### config.mk
export PLATFORM = sky130hd
export DESIGN_NAME = multipath_flow_picker
export DESIGN_NICKNAME = d
export VERILOG_FILES = /design/src/rtl/multipath_flow_picker.sv
export SDC_FILE = /design/constraint.sdc
export NUM_CORES = 1
export LEC_CHECK = 0
export BUFFER_PORTS_ARGS = -buffer_cell sky130_fd_sc_hd__buf_2
export CORE_UTILIZATION = 25
export DETAILED_ROUTE_END_ITERATION = 10
export SETUP_SLACK_MARGIN = 0.2
export SLEW_MARGIN = 10
export SYNTH_ARGS = -nofsm -noshare
export SYNTH_HDL_FRONTEND = slang
export SYNTH_SLANG_ARGS = --single-unit
### constraint.sdc
create_clock -name clk -period 15.3 [get_ports clk]
set_clock_uncertainty 0.2 [all_clocks]
set_input_delay 0.765 -clock clk [delete_from_list [all_inputs] [get_ports clk]]
set_output_delay 0.765 -clock clk [all_outputs]
set_load 0.02 [all_outputs]
### src/rtl/multipath_flow_picker.sv
module multipath_flow_picker #(
  parameter int NFLOWS = 4,
  parameter int WINW   = 16,
  parameter int LBLW   = 20,
  parameter int IDXW   = (NFLOWS > 1) ? $clog2(NFLOWS) : 1,
  parameter int CFGW   = (WINW > LBLW) ? WINW : LBLW
) (
  input  logic            clk,
  input  logic            rst_n,
  input  logic            cfg_we,
  input  logic [1:0]      cfg_field,
  input  logic [IDXW-1:0] cfg_idx,
  input  logic [CFGW-1:0] cfg_data,
  input  logic            pkt_valid,
  output logic            pkt_ready,
  output logic [IDXW-1:0] sel_idx,
  output logic [LBLW-1:0] sel_label,
  input  logic            ack_valid,
  input  logic [IDXW-1:0] ack_idx,
  input  logic [WINW-1:0] ack_cnt
);

  logic [WINW-1:0] fab_q   [NFLOWS];
  logic [WINW-1:0] host_q  [NFLOWS];
  logic [WINW-1:0] infl_q  [NFLOWS];
  logic [LBLW-1:0] lbl_q   [NFLOWS];
  logic [WINW-1:0] eff_w   [NFLOWS];
  logic [WINW-1:0] avail_w [NFLOWS];
  logic [WINW-1:0] infl_nx [NFLOWS];
  logic [IDXW-1:0] best_idx;
  logic [WINW-1:0] best_av;

  wire tx_fire = pkt_valid & pkt_ready;

  always_comb begin
    best_idx = '0;
    best_av  = '0;
    for (int i = 0; i < NFLOWS; i++) begin
      eff_w[i]   = (fab_q[i] < host_q[i]) ? fab_q[i] : host_q[i];
      avail_w[i] = (eff_w[i] > infl_q[i]) ? eff_w[i] - infl_q[i] : '0;
      if (avail_w[i] > best_av) begin
        best_av  = avail_w[i];
        best_idx = IDXW'(i);
      end
    end
  end

  always_comb begin
    for (int i = 0; i < NFLOWS; i++) begin
      infl_nx[i] = infl_q[i];
      if (ack_valid && ack_idx == IDXW'(i))
        infl_nx[i] = (ack_cnt >= infl_q[i]) ? '0 : infl_q[i] - ack_cnt;
      if (tx_fire && best_idx == IDXW'(i))
        infl_nx[i] = infl_nx[i] + WINW'(1);
    end
  end

  always_ff @(posedge clk) begin
    if (!rst_n) begin
      for (int i = 0; i < NFLOWS; i++) begin
        fab_q[i]  <= '0;
        host_q[i] <= '0;
        infl_q[i] <= '0;
        lbl_q[i]  <= '0;
      end
    end else begin
      for (int i = 0; i < NFLOWS; i++) begin
        infl_q[i] <= infl_nx[i];
        if (cfg_we && cfg_idx == IDXW'(i)) begin
          case (cfg_field)
            2'd0:    fab_q[i]  <= cfg_data[WINW-1:0];
            2'd1:    host_q[i] <= cfg_data[WINW-1:0];
            2'd2:    lbl_q[i]  <= cfg_data[LBLW-1:0];
            default: ;
          endcase
        end
      end
    end
  end

  assign pkt_ready = (best_av != '0);
  assign sel_idx   = best_idx;
  assign sel_label = lbl_q[best_idx];

  for (genvar j = 0; j < NFLOWS; j++) begin : g_chk
    p_pick_is_max_r4: assert property (@(posedge clk) disable iff (!rst_n)
      pkt_ready |-> avail_w[sel_idx] >= avail_w[j]);

    if (j > 0) begin : g_tie
      p_tie_low_r4: assert property (@(posedge clk) disable iff (!rst_n)
        (pkt_ready && sel_idx > IDXW'(j - 1)) |-> avail_w[j-1] < avail_w[sel_idx]);
    end

    p_no_room_r5: assert property (@(posedge clk) disable iff (!rst_n)
      !pkt_ready |-> avail_w[j] == '0);

    p_tx_step_r6: assert property (@(posedge clk) disable iff (!rst_n)
      (tx_fire && sel_idx == IDXW'(j) && !(ack_valid && ack_idx == IDXW'(j)))
      |=> infl_q[j] == $past(infl_q[j]) + WINW'(1));

    p_ack_floor_r7: assert property (@(posedge clk) disable iff (!rst_n)
      (ack_valid && ack_idx == IDXW'(j) && ack_cnt >= infl_q[j] &&
       !(tx_fire && sel_idx == IDXW'(j))) |=> infl_q[j] == '0);

    p_idle_hold_r5: assert property (@(posedge clk) disable iff (!rst_n)
      (!pkt_ready && !ack_valid) |=> $stable(infl_q[j]));
  end

endmodule

# Yosys cells after proc, flatten, opt, wreduce, memory -nomap -nowiden
# Memory sizes are Yosys's and may differ from the RTL's.
# Index checks and enable logic that the tools add are counted.
dict set report totals {
  out_inout_bits 23
  register_bits 0
  mem_count 4
  input_bits 47
  word_cells 161
  ram_bits 272
}
dict set report op_classes {
  reduce_logical 17
  order_cmp 16
  addsub 12
  eq_ne 11
  mux 84
  n_bitwise 17
}
# name depth word_bits rd rd_clocked_by_memory_dff wr line
set mem_list {}
lappend mem_list {lbl_q 4 20 1 0 4 26} ;# logic [LBLW-1:0] lbl_q [NFLOWS];
lappend mem_list {fab_q 4 16 4 0 4 23} ;# logic [WINW-1:0] fab_q [NFLOWS];
lappend mem_list {host_q 4 16 4 0 4 24} ;# logic [WINW-1:0] host_q [NFLOWS];
lappend mem_list {infl_q 4 16 4 0 4 25} ;# logic [WINW-1:0] infl_q [NFLOWS];
# operator n
set op_table {}
lappend op_table {{2-to-1 mux 16 bit} 36}
lappend op_table {{subtractor 16 bit} 8}
lappend op_table {{greater-than comparator 16 bit} 7}
lappend op_table {{2-to-1 mux 20 bit} 4}
lappend op_table {{adder 16 x 1 -> 16 bit, second input constant} 4}
lappend op_table {{>= comparator 16 bit} 4}
lappend op_table {{< comparator 16 bit} 4}
lappend op_table {{2-to-1 mux 1 bit} 42}
lappend op_table {{greater-than comparator 16 x 1 -> 1 bit, second input constant} 1}
lappend op_table {{bitwise OR 1 bit} 16}
lappend op_table {{nonzero test 16 bit} 1}
lappend op_table {{== test 2 bit, second input constant} 7}
lappend op_table {{logical AND 1 bit} 12}
lappend op_table {{== test 2 x 1 -> 1 bit, second input constant} 4}
lappend op_table {{zero test 2 bit} 4}
lappend op_table {{2-to-1 mux 2 bit} 2}
lappend op_table {{bitwise AND 1 bit} 1}

# Longest topological paths before layout
# Gate-level depths: netlist (run 1).
# An unclocked memory read counts as a cell.
dict set report depth {
  word_depth 18
  ltp_mapped 59
  mapped_depth_nobuf 51
}

# Least setup slack after synthesis (run 1)
# No wires, ideal clock.
dict set report synth_timing {
  path_kind {register to output}
  startpoint {mem host_q[1][1]}
  endpoint {out pkt_ready}
  path_stages_with_launch 53
  arrival_ns 11.528
  required_ns 14.335
  n_path_buf 8
  setup_slack_ns 2.807
  cell_sequence {edfxtp_1 > inv_1 > ha_1 > a21o_1 > a21o_1 > a21o_1 > a21o_1 > a21o_1 > a21o_1 > a21oi_1 > o211ai_1 > a31o_2 > a21oi_1 > buf_2 > mux2_1 > ha_1 > buf_2 > nand4_1 > (+17 left out) > a21o_1 > a21oi_1 > nor2_1 > o31ai_2 > buf_2 > clkbuf_1 > o21ai_0 > ha_1 > nand2_1 > or4_1 > o221a_1 > a2111oi_0 > o2111ai_1 > a2111oi_0 > and4_1 > o2111ai_4 > o21ai_2 > nand2_1}
}
# item line
set synth_rtl {}
lappend synth_rtl {{start, declared} 24}
lappend synth_rtl {{end, declared} 15} ;# output logic pkt_ready,

==> run summary, run 1 <==
Status - complete, no violations
DRC - 0
Min Hold Slack - 0.342 ns
Most common cell after layout, fill and taps aside - ha_1
Drt pass-1 iters - 5
Detailed Route WL - 69.8 mm
Layout area overhead - 11.9%
IO Count - 70
Clock buffer depth - 3
Required @ worst endpoint - 14.34 ns
Critical path arrival - 13.23 ns
Root Driver - clkbuf_16
H-tree levels - 2
Clock-pin slew on the worst setup and hold paths - 0.06 ns
Initial Util - 25.3%
Antenna viol nets, final - 0
Max_cap viols - 0
Crit path from - host_q[1][1]
RSZ-0062 raised after global routing - no
Hold path cells - 2
Most frequent cells in the layout - ha_1, and2_1, inv_1, edfxtp_1, nand2_1
Seq pwr share - 23.1%
# port buffers - 69
Total gr overflow - 0
CTS Buf Count - 34
Gr usage total - 14.4%
Worst hold path startpoint - cfg_data[18]
Setup ws final - 1.11 ns
Worst path slowest cell - o31ai_4
Placer Congestion - 0.895
Routing usage on met3 - 1.45%
Layer with the highest usage - met2
Maximum VDD drop - 175 µV
Largest net degree at the start of global routing - 53
Post-synth top flop - edfxtp_1
Die width - 308 µm
Net switching share of the total power - 46.0%
Psw - 0.00173 W
CP dominant cell by count - a21o_1
Logic pwr share - 55.8%
DRT iter0 DRCs - 1211
Setup WS pre-CTS - 1.22 ns
Synth Register Bits - 272
Total clock sinks - 272
Hold EP - lbl_q[1][18]
R2r endpoint - infl_q[1][15]
Syn_nets - 2904
# hold bufs at CTS - 0
Hold/Removal Path Class - input pin to register
CP Launch Type - register
Critical Path Max Stage Delay - 0.61 ns
Hpwl dp - 53.5 mm
Synth Warn # - 0
Tmin final - 14.19 ns
Drt via density - 4.92
GR Util met2 - 26.2%
Avg Cell Area, Syn - 8.94 µm²
Post-synth EDFFs - 208
Synthesized area - 23300 µm²
Vias in the first global route - 18.5k
Critical Path Fanout Max - 29
Internal - 0.00203 W
Power Dens Cells - 144 nW/µm²
Fin. max-slew vios - 0
Count of cell types in the netlist - 101
Final Hold Viols - 0
Setup violations, final - 0
Clock power frac - 21.1%
Initial antenna violation count - 3
Vias - 19.2k
CTS tree - done
Worst setup path category - register to output pin
Pleak - 10.5 nW
Slew @ Worst Pin - 1.18 ns
Worst r2r src - host_q[1][1]
Nets - 2929
Slew margin rel. - 21.4%
Die Ht - 308 µm
R2R depth - 47
Share of cells above drive strength 1 - 10.0%
Setup crit end kind - output pin
First-pass GRT wire length - 106 mm
Average wire per standard cell - 17.9 µm
Rows - 111
Async set or reset register ratio after synthesis - 0%
Max Freq - 0.0705 GHz
Clk Latency, worst-skew pair - 0.55 ns
R2R setup slack - 2.13 ns
M1 GR Usage - 17.9%
Die area - 94600 µm²
Final TNS setup - 0 ns
CORE AREA - 92100 µm²
Syn Inst Count - 2609
Sequential share of the synthesized area - 32.3%
Period utilisation layout - 92.8%
-- area by class of cell --
cell class,instances,area (µm²)
Fill cell,9692,66000
Clock buffer,47,931
Timing Repair Buffer,98,563
Multi-Input combinational cell,2019,14600
Inverter,209,785
Clock inverter,15,151
Antenna cell,2,5.00
Tap cell,1243,1560
Sequential cell,272,7530
-- registers in the layout, summed over array words and instances (netlist names) --
name    flops
fab_q      64
infl_q     64
host_q     64
lbl_q      80
-- cell families (layout without fill, tap and decap cells) --
group / after synthesis / count (layout) / synth area share, %
compound gates: 666 / 667 / 19.6
xor+xnor: 91 / 91 / 3.42
fa+ha+maj: 248 / 248 / 13.6
buf+inv: 319 / 369 / 5.39
flops: 272 / 272 / 32.3
mux: 108 / 108 / 4.98
other cells: 0 / 2 / 0
simple gates: 905 / 905 / 20.8
-- worst max-delay path, delay by kind of cell, from the launching register on --
family | cells | cell delay (ns)
AO/OA/AOI/OAI | 25 | 6.72
AND/OR/NAND/NOR | 11 | 2.57
adder cells (fa/ha/maj) | 5 | 1.53
multiplexers | 2 | 0.79
buffers and inverters | 3 | 0.61
flip-flops | 1 | 0.41
-- per-layer routing --
metal  part of all wire [%]  wire [µm]
met4                    2.8       1940
met1                     43      30200
met2                     51      35400
met5                      0          0
met3                    3.3       2290
-- power by group through the flow --
stage / Clock, W / Combinational (W) / Sequential, W
final: 0.000794 / 0.00210 / 0.000866
after global routing: 0.000834 / 0.00231 / 0.000871
after CTS: 0.000810 / 0.00209 / 0.000867
after detailed placement: 0 / 0.00208 / 0.000883
after global placement: 0 / 0.00208 / 0.000882
after floorplan: 0 / 0.00149 / 0.000869
-- through the flow --
step	util [%]	cell area, µm²	cells	power, W
global route	28.4	26100	3904	0.00402
global placement	27.2	25000	3840	0.00296
CTS	28.3	26100	3902	0.00377
floorplan	-	23300	2609	0.00236
detailed placement	27.2	25000	3840	0.00297
finish	28.4	26100	3905	0.00376
-- synthesized netlist by cell type (42+ instances only) --
library cell / count / share of area [%]
ha_1: 240 / 13
and2_1: 229 / 6.1
inv_1: 209 / 3.4
edfxtp_1: 208 / 27
nand2_1: 163 / 2.6
nor2_1: 158 / 2.5
a21oi_1: 155 / 3.3
o21ai_0: 115 / 2.5
clkbuf_1: 79 / 1.3
a21o_1: 75 / 2.4
dfxtp_1: 64 / 5.5
xnor2_1: 57 / 2.1
nor3_1: 56 / 1.2
mux2_2: 55 / 2.7
nand3_1: 47 / 1.0
nand4_1: 45 / 1.2
mux2i_1: 44 / 1.9
o21a_1: 42 / 1.4
-- how the worst max path moves through the flow --
stage / end / slack [ns] / depth (start not counted)
after global placement: pkt_ready / 1.34 / 46
after global routing: pkt_ready / 0.33 / 47
after detailed placement: pkt_ready / 1.22 / 46
after CTS: pkt_ready / 0.59 / 46
final: pkt_ready / 1.11 / 46
after floorplan: pkt_ready / 2.81 / 52
-- timing repair --
| action | 4_1_cts | 5_1_grt |
|---|---|---|
| buffers inserted | 0 | 0 |
| setup endpoints to repair | 0 | 1 |
| resized for setup | 0 | 1 |
No activity file was read; power rests on OpenSTA's default activity.
==> inputs of run 2 (changes only) <==
- BUFFER_PORTS_ARGS: -buffer_cell sky130_fd_sc_hd__buf_2 -> unset
- DONT_BUFFER_PORTS: unset -> 1
==> run 2 against run 1 <==
Flip-flop and latch count stayed put. Critical path type unchanged. Die area stayed put. Critical path depth shrank 1. Non-clock buffer count decreased by 72. Via count fell by 0.83%.
==> run summary, run 2 (synthesis gave the netlist of run 1 again) <==
Worst setup path category - register to output pin
Drt via density - 4.98
Clk Latency, worst-skew pair - 0.60 ns
Seq pwr share - 24.0%
Largest Register - lbl_q
CTS tree - done
Power Dens Cells - 141 nW/µm²
DRC - 0
Net switching share of the total power - 48.1%
Antenna viol nets, final - 0
Hold/Removal Path Class - input pin to register
Pleak - 10.2 nW
Layout area overhead - 9.82%
Required @ worst endpoint - 14.34 ns
Drt pass-1 iters - 6
Max FFs per register - 80
H-tree levels - 1
Clock power frac - 20.0%
Vias in the first global route - 18.3k
Clock buffer depth - 3
Placer Congestion - 0.877
Clock-pin slew on the worst setup and hold paths - 0.07 ns
Hpwl dp - 53.1 mm
Most frequent cells in the layout - ha_1, and2_1, inv_1, edfxtp_1, nand2_1
Most common cell after layout, fill and taps aside - ha_1
Initial Util - 25.3%
Slew @ Worst Pin - 1.33 ns
Logic pwr share - 56.0%
CORE AREA - 92100 µm²
First-pass GRT wire length - 107 mm
Psw - 0.00174 W
Gr usage total - 14.4%
Setup violations, final - 0
R2R depth - 47
Tmin final - 14.14 ns
Max Freq - 0.0707 GHz
Die width - 308 µm
Average wire per standard cell - 18.4 µm
Total gr overflow - 0
# port buffers - 0
Total clock sinks - 272
Slew margin rel. - 11.3%
Die Ht - 308 µm
Internal - 0.00187 W
Rows - 111
CTS Buf Count - 31
DRT iter0 DRCs - 1354
Critical path arrival - 13.18 ns
Share of cells above drive strength 1 - 7.47%
Maximum VDD drop - 185 µV
CP Launch Type - register
CTS resizes - 0
Vias - 19.1k
Detailed Route WL - 70.3 mm
Die area - 94600 µm²
Hold path cells - 1
Max_cap viols - 0
Root Driver - clkbuf_16
Worst path slowest cell - o31ai_4
Final TNS setup - 0 ns
# Post-CTS Setup Buffers - 0
Initial antenna violation count - 6
CP dominant cell by count - a21o_1
RSZ-0062 raised after global routing - no
Final Hold Viols - 0
# hold bufs at CTS - 0
Fin. max-slew vios - 0
R2R setup slack - 1.83 ns
Setup crit end kind - output pin
IO Count - 70
Largest net degree at the start of global routing - 53
Critical Path Max Stage Delay - 0.62 ns
Period utilisation layout - 92.4%
Status - complete, no violations
Design Power - 0.00361 W
Critical Path Fanout Max - 29
Nets - 2855
==> run 2: changes by cell type in the layout (fill, tap and decap cells not counted), moves of 2 or more <==
cell,previous run,this run
buf_2,69,0
clkbuf_1,11,7
clkbuf_16,35,31
clkinv_2,4,8
buf_4,29,26
clkinv_8,2,0
clkinvlp_4,2,0
==> run 2: area by class of cell <==
type	instances	area (µm²)
Tap cell	1243	1560
Timing Repair Buffer	26	195
Antenna cell	1	2.50
Inverter	209	785
Clock buffer	40	830
Clock inverter	16	118
Sequential cell	272	7530
Fill cell	9773	66500
Multi-Input combinational cell	2020	14600
==> run 2: per-layer routing <==
metal	vias to the layer above	wire length (µm)	GRT usage [%]
li1	9417	-	-
met5	-	0	0
met2	410	34900	25.9
met1	9118	30000	18.1
met3	105	2950	1.35
met4	0	2500	4.70
==> run 2: stage by stage <==
stage	hold WS (ns)	area [µm²]	cells	utilization [%]	setup WS, ns
after floorplan	0.364	23300	2609	-	2.81
after global placement	0.435	24600	3767	26.8	1.46
after detailed placement	0.444	24600	3767	26.8	1.21
after CTS	0.0782	25600	3823	27.8	0.554
after global routing	0.0922	25600	3826	27.8	0.288
final	0.119	25600	3827	27.8	1.16
==> run 2: worst paths after layout <==
path	startpoint	end
max	host_q[1][1]	pkt_ready
min	rst_n	infl_q[0][4]
max reg2reg	host_q[1][1]	infl_q[1][15]
min reg2reg	infl_q[2][6]	infl_q[2][6]
==> run 2: power by group through the flow <==
stage / logic (W) / clock network [W] / registers (W)
2_1_floorplan: 0.00149 / 0 / 0.000869
3_3_place_gp: 0.00195 / 0 / 0.000884
3_5_place_dp: 0.00195 / 0 / 0.000884
4_1_cts: 0.00196 / 0.000736 / 0.000869
5_1_grt: 0.00221 / 0.000759 / 0.000872
6_report: 0.00202 / 0.000722 / 0.000868
==> run 2: critical path: cells and delay by family, from the launching register on <==
family                   cells  cell delay (ns)
AO/OA/AOI/OAI               25             6.63
buffers and inverters        2             0.33
multiplexers                 2             0.82
AND/OR/NAND/NOR             11             2.80
flip-flops                   1             0.40
adder cells (fa/ha/maj)      5             1.59
==> inputs of run 3 (changes only) <==
- PLACE_DENSITY: unset -> 0.43
==> run 3 against run 2 <==
Final cell count increased by 0.29%. Global-route usage up 1.5 points. Clock power rose by 11%. Fmax grew 1.7%. Utilization rose by 0.19 points. Critical path depth unchanged. Largest power group unchanged.
==> run summary, run 3 (synthesis gave the netlist of run 1 again) <==
CP dominant cell by count - a21o_1
Nets - 2865
Max FFs per register - 80
Slew margin rel. - 20.6%
Most frequent cells in the layout - ha_1, and2_1, inv_1, edfxtp_1, nand2_1
Die width - 308 µm
Share of cells above drive strength 1 - 7.90%
Worst setup path category - register to output pin
Placed insts - 3775
Clock buffer depth - 3
Hold path cells - 2
Drt via density - 5.01
Hpwl dp - 59.6 mm
Post-layout util - 28.0%
Largest Register - lbl_q
Critical Path Max Stage Delay - 0.84 ns
# Post-CTS Setup Buffers - 0
Setup crit end kind - output pin
Final Hold Viols - 0
Clock-pin slew on the worst setup and hold paths - 0.05 ns
Clk Latency, worst-skew pair - 0.57 ns
Pleak - 10.3 nW
Total clock sinks - 272
CP Launch Type - register
Max_cap viols - 0
Drt pass-1 iters - 5
Cell area after layout - 25800 µm²
# hold bufs at CTS - 0
CTS Buf Count - 36
RSZ-0062 raised after global routing - no
First-pass GRT wire length - 116 mm
Critical path arrival - 12.94 ns
Status - complete, no violations
Placer Congestion - 0.856
DP Area - 24700 µm²
Tmin final - 13.90 ns
Initial Util - 25.3%
Power Dens Cells - 144 nW/µm²
Worst path slowest cell - o31ai_4
R2R depth - 47
R2R setup slack - 2.25 ns
Setup violations, final - 0
CORE AREA - 92100 µm²
Vias in the first global route - 18.7k
Slew @ Worst Pin - 1.19 ns
Period utilisation layout - 90.9%
Total gr overflow - 0
DRT iter0 DRCs - 1115
Worst r2r src - fab_q[1][1]
Initial antenna violation count - 0
DRC - 0
CTS tree - done
Antenna Cells - 0
Layout area overhead - 10.6%
Critical Path Fanout Max - 46
Antenna viol nets, final - 0
Rows - 111
R2r endpoint - infl_q[1][15]
Worst hold path startpoint - rst_n
Final TNS setup - 0 ns
Die area - 94600 µm²
Required @ worst endpoint - 14.34 ns
Die Ht - 308 µm
Max Freq - 0.0719 GHz
Min Hold Slack - 0.143 ns
Maximum VDD drop - 139 µV
Vias - 19.2k
Most common cell after layout, fill and taps aside - ha_1
Gr usage total - 16.0%
Final Non-Filler Cells - 3838
Largest net degree at the start of global routing - 56
H-tree levels - 2
Root Driver - clkbuf_16
IO Count - 70
Fin. max-slew vios - 0
# port buffers - 0
CTS resizes - 0
Detailed Route WL - 76.6 mm
Hold/Removal Path Class - input pin to register
Average wire per standard cell - 20.0 µm
Hold EP - infl_q[3][11]
run 3: report_power, final:
part / total, W / switching [W] / internal, W / leakage (nW)
sequential: 0.000868 / 0.0000311 / 0.000836 / 2.51
clock: 0.000805 / 0.000351 / 0.000454 / 0.544
combinational: 0.00203 / 0.00138 / 0.000650 / 7.21
total: 0.00371 / 0.00177 / 0.00194 / 10.3
run 3: cell type report:
class / count / area, µm²
Sequential cell: 272 / 7530
Inverter: 209 / 785
Fill cell: 9708 / 66300
Tap cell: 1243 / 1560
Timing Repair Buffer: 33 / 248
Clock buffer: 45 / 970
Multi-Input combinational cell: 2018 / 14600
Clock inverter: 18 / 133
run 3: critical path, delay by kind of cell, from the launching register on:
family	cells	cell delay, ns
flops	1	0.41
fa+ha+maj	5	1.48
simple gates	11	2.84
compound gates	25	6.47
mux	1	0.36
buf+inv	3	0.79
run 3: how the worst max path moves through the flow:
stage / depth (start not counted) / from / slack [ns] / endpoint
2_1_floorplan: 52 / host_q[1][1] / 2.81 / pkt_ready
5_1_grt: 46 / host_q[1][1] / 0.52 / pkt_ready
3_3_place_gp: 46 / host_q[1][1] / 2.31 / pkt_ready
6_report: 45 / fab_q[1][1] / 1.40 / pkt_ready
3_5_place_dp: 45 / fab_q[1][1] / 1.97 / pkt_ready
4_1_cts: 45 / fab_q[1][1] / 1.40 / pkt_ready
run 3: through the flow:
| step | setup WS, ns | power (W) |
|---|---|---|
| finish | 1.40 | 0.00371 |
| global placement | 2.31 | 0.00290 |
| floorplan | 2.81 | 0.00236 |
| CTS | 1.40 | 0.00375 |
| global route | 0.516 | 0.00397 |
| detailed placement | 1.97 | 0.00293 |
run 3: metal layers:
metal | wire [µm] | vias to the layer above | global-route usage, % | part of all wire (%)
met5 | 0 | - | 0 | 0
met4 | 1640 | 0 | 3.85 | 2.1
met3 | 3440 | 76 | 2.46 | 4.5
met2 | 34200 | 421 | 25.7 | 45
met1 | 37300 | 9304 | 22.3 | 49
li1 | - | 9436 | - | -
